## config.mk

```make
export PLATFORM = sky130hd
export DESIGN_NAME = bank_timing_tracker
export DESIGN_NICKNAME = d
export VERILOG_FILES = /design/src/rtl/bank_timer_pkg.sv /design/src/rtl/btt_ctrl.sv /design/src/rtl/btt_datapath.sv /design/src/rtl/bank_timing_tracker.sv
export SDC_FILE = /design/constraint.sdc
export NUM_CORES = 1
export LEC_CHECK = 0
export BUFFER_PORTS_ARGS = -buffer_cell sky130_fd_sc_hd__buf_2
export CAP_MARGIN = 20
export CORE_MARGIN = 3
export CORE_UTILIZATION = 57
export CTS_CLUSTER_SIZE = 28
export DETAILED_ROUTE_END_ITERATION = 7
export HOLD_SLACK_MARGIN = 0.02
export MAX_ROUTING_LAYER = met4
export PLACE_DENSITY = 0.86
export SLEW_MARGIN = 20
export SYNTH_ARGS = -nofsm -noshare
export SYNTH_HDL_FRONTEND = slang
export SYNTH_SLANG_ARGS = --single-unit
export TNS_END_PERCENT = 10
```

## constraint.sdc

```tcl
create_clock -name clk -period 1.7 [get_ports clk]
set_input_delay 0.425 -clock clk [delete_from_list [all_inputs] [get_ports clk]]
set_output_delay 0.425 -clock clk [all_outputs]
set_load 0.02 [all_outputs]
```

## src/rtl/bank_timer_pkg.sv

```systemverilog
package bank_timer_pkg;

  localparam int NUM_BANKS = 4;
  localparam int BANK_W    = $clog2(NUM_BANKS);
  localparam int TIM_W     = 5;

  typedef enum logic [2:0] {
    CMD_NOP = 3'd0,
    CMD_ACT = 3'd1,
    CMD_RD  = 3'd2,
    CMD_WR  = 3'd3,
    CMD_PRE = 3'd4
  } cmd_e;

  typedef struct packed {
    logic [TIM_W-1:0] rcd;
    logic [TIM_W-1:0] rp;
    logic [TIM_W-1:0] ras;
    logic [TIM_W-1:0] rc;
  } timing_t;

  // strobes from control to datapath
  typedef struct packed {
    logic              act;
    logic              pre;
    logic              rwAp;
    logic [BANK_W-1:0] bank;
  } strobe_t;

  function automatic logic [TIM_W-1:0] nsToCycles(input int ns, input int periodPs);
    return TIM_W'((ns * 1000 + periodPs - 1) / periodPs);
  endfunction

  function automatic timing_t binTiming(input logic [1:0] bin);
    int periodPs, rcdNs, rasNs, rcNs;
    timing_t t;
    case (bin)
      2'd0:    begin periodPs = 5000; rcdNs = 15; rasNs = 40; rcNs = 55; end
      2'd1:    begin periodPs = 3750; rcdNs = 15; rasNs = 45; rcNs = 60; end
      2'd2:    begin periodPs = 3000; rcdNs = 15; rasNs = 45; rcNs = 60; end
      default: begin periodPs = 3000; rcdNs = 12; rasNs = 45; rcNs = 57; end
    endcase
    t.rcd = nsToCycles(rcdNs, periodPs);
    t.rp  = nsToCycles(rcdNs, periodPs);
    t.ras = nsToCycles(rasNs, periodPs);
    t.rc  = nsToCycles(rcNs, periodPs);
    return t;
  endfunction

endpackage

```

## src/rtl/btt_ctrl.sv

```systemverilog
module btt_ctrl
  import bank_timer_pkg::*;
(
  input  logic                 clk,
  input  logic                 rstN,
  input  logic [2:0]           cmdCode,
  input  logic [BANK_W-1:0]    cmdBank,
  input  logic                 autoPre,
  input  logic [NUM_BANKS-1:0] actReady,
  input  logic [NUM_BANKS-1:0] rwReady,
  input  logic [NUM_BANKS-1:0] preReady,
  output strobe_t              stb,
  output logic                 cmdError
);

  logic isCmd;
  logic isOk;

  always_comb begin
    stb      = '0;
    stb.bank = cmdBank;
    isCmd    = 1'b1;
    isOk     = 1'b1;
    case (cmdCode)
      CMD_ACT: begin
        isOk    = actReady[cmdBank];
        stb.act = isOk;
      end
      CMD_RD, CMD_WR: begin
        isOk     = rwReady[cmdBank];
        stb.rwAp = isOk && autoPre;
      end
      CMD_PRE: begin
        isOk    = preReady[cmdBank];
        stb.pre = isOk;
      end
      default: isCmd = 1'b0;
    endcase
  end

  always_ff @(posedge clk or negedge rstN) begin
    if (!rstN) cmdError <= 1'b0;
    else       cmdError <= isCmd && !isOk;
  end

endmodule

```

## src/rtl/btt_datapath.sv

```systemverilog
module btt_datapath
  import bank_timer_pkg::*;
#(
  parameter int BURST_CYCLES = 4
) (
  input  logic                 clk,
  input  logic                 rstN,
  input  logic [1:0]           speedBin,
  input  strobe_t              stb,
  output logic [NUM_BANKS-1:0] actReady,
  output logic [NUM_BANKS-1:0] rwReady,
  output logic [NUM_BANKS-1:0] preReady
);

  localparam int BURST_W = $clog2(BURST_CYCLES + 1);

  timing_t tim;
  assign tim = binTiming(speedBin);

  for (genvar b = 0; b < NUM_BANKS; b++) begin : g_bank
    logic             isOpen;
    logic             apPend;
    logic [TIM_W-1:0] rcdCnt, rasCnt, rcCnt, rpCnt;
    logic [BURST_W-1:0] burstCnt;
    logic             hit;
    logic             apClose;

    assign hit     = (stb.bank == BANK_W'(b));
    assign apClose = apPend && (burstCnt == '0) && (rasCnt == '0);

    always_ff @(posedge clk or negedge rstN) begin
      if (!rstN) begin
        isOpen   <= 1'b0;
        apPend   <= 1'b0;
        rcdCnt   <= '0;
        rasCnt   <= '0;
        rcCnt    <= '0;
        rpCnt    <= '0;
        burstCnt <= '0;
      end else begin
        if (rcdCnt != '0) rcdCnt <= rcdCnt - 1'b1;
        if (rasCnt != '0) rasCnt <= rasCnt - 1'b1;
        if (rcCnt  != '0) rcCnt  <= rcCnt  - 1'b1;
        if (rpCnt  != '0) rpCnt  <= rpCnt  - 1'b1;
        if (apPend && burstCnt != '0) burstCnt <= burstCnt - 1'b1;

        if (apClose) begin
          apPend <= 1'b0;
          isOpen <= 1'b0;
          rpCnt  <= tim.rp - 1'b1;
        end
        if (hit && stb.act) begin
          isOpen <= 1'b1;
          rcdCnt <= tim.rcd - 1'b1;
          rasCnt <= tim.ras - 1'b1;
          rcCnt  <= tim.rc - 1'b1;
        end
        if (hit && stb.pre) begin
          isOpen <= 1'b0;
          rpCnt  <= tim.rp - 1'b1;
        end
        if (hit && stb.rwAp) begin
          apPend   <= 1'b1;
          burstCnt <= BURST_W'(BURST_CYCLES - 1);
        end
      end
    end

    assign actReady[b] = !isOpen && (rpCnt == '0) && (rcCnt == '0);
    assign rwReady[b]  = isOpen && !apPend && (rcdCnt == '0);
    assign preReady[b] = isOpen && !apPend && (rasCnt == '0);
  end

endmodule

```

## src/rtl/bank_timing_tracker.sv

```systemverilog
module bank_timing_tracker
  import bank_timer_pkg::*;
#(
  parameter int BURST_CYCLES = 4
) (
  input  logic                 clk,
  input  logic                 rstN,
  input  logic [2:0]           cmdCode,
  input  logic [BANK_W-1:0]    cmdBank,
  input  logic                 autoPre,
  input  logic [1:0]           speedBin,
  output logic [NUM_BANKS-1:0] actReady,
  output logic [NUM_BANKS-1:0] rwReady,
  output logic [NUM_BANKS-1:0] preReady,
  output logic                 cmdError
);

  strobe_t stb;

  btt_ctrl u_ctrl (
    .clk      (clk),
    .rstN     (rstN),
    .cmdCode  (cmdCode),
    .cmdBank  (cmdBank),
    .autoPre  (autoPre),
    .actReady (actReady),
    .rwReady  (rwReady),
    .preReady (preReady),
    .stb      (stb),
    .cmdError (cmdError)
  );

  btt_datapath #(.BURST_CYCLES(BURST_CYCLES)) u_dp (
    .clk      (clk),
    .rstN     (rstN),
    .speedBin (speedBin),
    .stb      (stb),
    .actReady (actReady),
    .rwReady  (rwReady),
    .preReady (preReady)
  );

endmodule

```

==> qor.yml <==
outcome: "finished, violations left"
failed_checks: "negative setup slack"
wire_length_of_the_first_global_routing_pass_um: 35300
synth.ff_latch_count: 101
synth-main-ff-cell: "dfrtp_1"
worst_hold_startpoint: "cmdCode[1]"
synthesis_warnings: 0
syn_inst: 674
total_detailed_routing_wirelength_um: 27800
cp_max_fo: 2
syn_area_mm2: 0.00614
ratio_of_total_power_to_cell_area_mw_per_mm2: 1590
fillerInstances: 452
timing.rr.start: "u_dp.g_bank[1].rcdCnt[1]"
wl_per_cell_um: 26.9
layout.cell_area.non_filler_mm2: 0.00905
setup_slack_ps: -1080
fin_total_pwr_w: 0.0144
placement.io_buffers: 22
root_buffer_cell: "clkbuf_8"
syn_area_per_cell_um2: 9.10
via_count_of_the_first_global_routing_pass: 7015
detail-route-antenna-nets: 0
min_period_ps: 2780
die-height_um: 110
worstPathRequired_ps: 1270
relSlewSlack_pct: 62.8
report.final.hold_viol_count: 0
tritoncts: "yes"
seq_area_frac_synth_pct: 41.2
post_synth_and_or_nand_nor_area_fraction_pct: 20.1
yosys.cell_types.count: 56
layout_cells_sized_above_1_pct: 43.2
place.gp.congestion: 0.885
worst_reg2reg_setup_slack_ps: -850
number_of_cells_on_the_worst_hold_path: 2
timing.reg2reg.worst_path_depth: 9
edff_count_synth: 0
clock-sinks: 101
cts_made_buffers: 9
cts-root-to-sink-buffers: 2
nNetsFinal: 946
area_delta_synth_final_pct: 47.6
firstDrtPassIters: 8
global_route.overflow_total: 0
io-pin-count: 23
placed_cell_area_mm2: 0.00771
hold_slack_ps: 418
synthMuxAreaShare_pct: 1.33
initialDrtViolationCount: 1266
antenna_violations_before_repair: 3
r2r_end: "u_ctrl.cmdError"
die_w_um: 110
synth_top_family_by_area: "simple AND/OR/NAND/NOR gates"
drt_drc_violations_left: 0
worstMarginPinSlew_ps: 553
crit_path_start_kind: "flop"
yosys.area_share.adder_pct: 9.99
unrepaired_setup_endpoints_after_global_routing: "true"
routed-via-count: 7096
whs_endpoint: "u_ctrl.cmdError"
cts-htree-levels: 3
setup-violations-final: 102
detail_route.vias_per_cell: 6.88
detailed_place_hpwl_um: 13300
path_class: "flop to output port"
synth_compound_area_share_pct: 14.7
worst_setup_path_end_kind: "output port"
placementRows: 37
initial_standard_cell_utilization_of_the_core_pct: 58.9
syn_nets: 733
clock_pin_slew_worst_setup_and_hold_paths_ps: 110
timing.hold.worst.class: "input port to flop"
core_region_area_mm2: 0.0104
drv_cap: 0
asyncSetResetFlopFracSynth_pct: 100
fp.dieArea_mm2: 0.0120
max_freq_mhz: 359
peakVddDrop_v: 0.00113
skew_ps: 26.7
layout_worst_path_cycle_share_pct: 164
pin_count_of_the_biggest_net_entering_global_routing: 48
global_route.usage.total_pct: 40.1
worstPathArrival_ps: 2360
report.final.slew_viol_count: 0
total_leakage_power_nw: 4.13
clock_latency_ps: 400
synthXorXnorAreaFrac_pct: 7.42
[where the power goes]
| part | internal, W | switching (W) | leakage [nW] |
|---|---|---|---|
| logic | 0.00393 | 0.00445 | 2.73 |
| registers | 0.00328 | 0.000852 | 1.28 |
| clock network | 0.000928 | 0.000984 | 0.121 |
| total | 0.00814 | 0.00628 | 4.13 |
[cell families (layout without fill, tap and decap cells)]
family | Yosys count | after routing
compound gates | 149 | 149
xor+xnor | 52 | 52
simple gates | 241 | 241
mux | 4 | 4
flops | 101 | 101
buf+inv | 78 | 296
fa+ha+maj | 49 | 49
other cells | 0 | 3
[worst max-delay path, stage by stage, from the launching register on]
cell and delay [ps]:
dfrtp_1 440, inv_1 90, ha_2 240, inv_2 80, nor4_4 420, nor3b_4 510, buf_6 180
[registers in the layout, summed over array words and instances, names as in the netlist]
signal,flops
u_dp.g_bank.rasCnt,20
u_dp.g_bank.rcCnt,20
u_dp.g_bank.rcdCnt,20
u_dp.g_bank.rpCnt,20
u_dp.g_bank.burstCnt,12
u_dp.g_bank.apPend,4
u_dp.g_bank.isOpen,4
u_ctrl.cmdError,1
[layer usage]
| metal | up-vias | track usage [%] | part of all wire [%] |
|---|---|---|---|
| li1 | 2772 | - | - |
| met1 | 3306 | 41.7 | 31 |
| met2 | 697 | 65.9 | 45 |
| met3 | 321 | 11.3 | 13 |
| met4 | 0 | 27.4 | 11 |
| met5 | - | - | 0 |
[synth_stat cells (2+ instances only)]
master	instances	share of area, %
inv_1	58	3.5
mux4_2	2	0.73
a22o_1	4	0.57
nand3_1	30	2.4
xnor2_1	37	5.3
a31oi_1	4	0.41
a21oi_1	45	3.7
a32o_1	4	0.65
nand3b_1	7	0.86
and3_1	6	0.61
nor2_1	60	3.7
nor4_1	4	0.41
nor3_1	27	2.2
nor2b_1	5	0.51
or3_1	8	0.82
ha_1	49	10
nand2_1	66	4.0
o211ai_1	10	1.2
dfrtp_1	101	41
o22ai_1	5	0.51
nor4b_2	4	0.98
o31ai_1	3	0.37
nand4_1	4	0.41
clkbuf_1	6	0.37
nand2b_1	7	0.71
a31o_2	2	0.29
o21ai_0	54	4.4
buf_6	2	0.37
buf_2	12	0.98
a211oi_1	8	0.98
xor2_1	15	2.1
[layout make-up]
type                    instances  area (um2)  area share [%]
multi-input cells             495        4020            44.4
diodes                          3        7.51          0.0829
clock buffers                  11         151            1.67
clock inverters                 5        86.3           0.953
inverters                      58         239            2.64
repair buffers                222        1850            20.5
well taps                     136         170            1.88
flip-flops and latches        101        2530            27.9
[what timing repair did]
action | 4_1_cts | 5_1_grt
endpoints found under the hold margin | 21 | 0
hold buffers | 1 | 0
resized for setup | 140 | 93
endpoints found under the setup margin | 98 | 105
pin swaps | 49 | 24
setup buffers | 21 | 16
[cell usage in the layout (no fill, tap or decap), types with 8 or more instances in the layout]
| cell type | instances |
|---|---|
| inv_2 | 15 |
| ha_4 | 20 |
| o21ai_1 | 26 |
| buf_6 | 26 |
| o21ai_0 | 14 |
| nand2_1 | 60 |
| nand3_1 | 19 |
| a21oi_2 | 8 |
| dfrtp_1 | 101 |
| nand3_2 | 11 |
| ha_1 | 21 |
| nor2_1 | 52 |
| nor3_1 | 23 |
| o21ai_2 | 11 |
| buf_4 | 175 |
| ha_2 | 8 |
| xor2_1 | 15 |
| o211ai_1 | 10 |
| inv_1 | 38 |
| buf_2 | 10 |
| xnor2_1 | 37 |
| clkbuf_8 | 11 |
| a21oi_1 | 37 |
[metrics by stage]
stage	instances	utilization, %	setup TNS [ps]	worst slack, ps
floorplan	674	-	-37720	-604
global placement	974	74.0	-31220	-907
detailed placement	974	74.0	-37110	-1030
CTS	1012	82.8	-15460	-653
global route	1031	86.9	-39920	-1210
finish	1031	86.9	-32680	-1080
[worst max-delay path by stage]
stage	start	endpoint	slack (ps)
final	u_dp.g_bank[1].rcdCnt[1]	rwReady[1]	-1080
after global routing	u_dp.g_bank[1].rcdCnt[1]	rwReady[1]	-1210
after CTS	u_dp.g_bank[3].rasCnt[0]	preReady[3]	-650
after detailed placement	speedBin[1]	u_dp.g_bank[1].rcdCnt[4]	-1030
after global placement	speedBin[1]	u_dp.g_bank[0].rcdCnt[3]	-910
after floorplan	speedBin[1]	u_dp.g_bank[3].rpCnt[3]	-600
No activity file was read; power rests on OpenSTA's default activity.
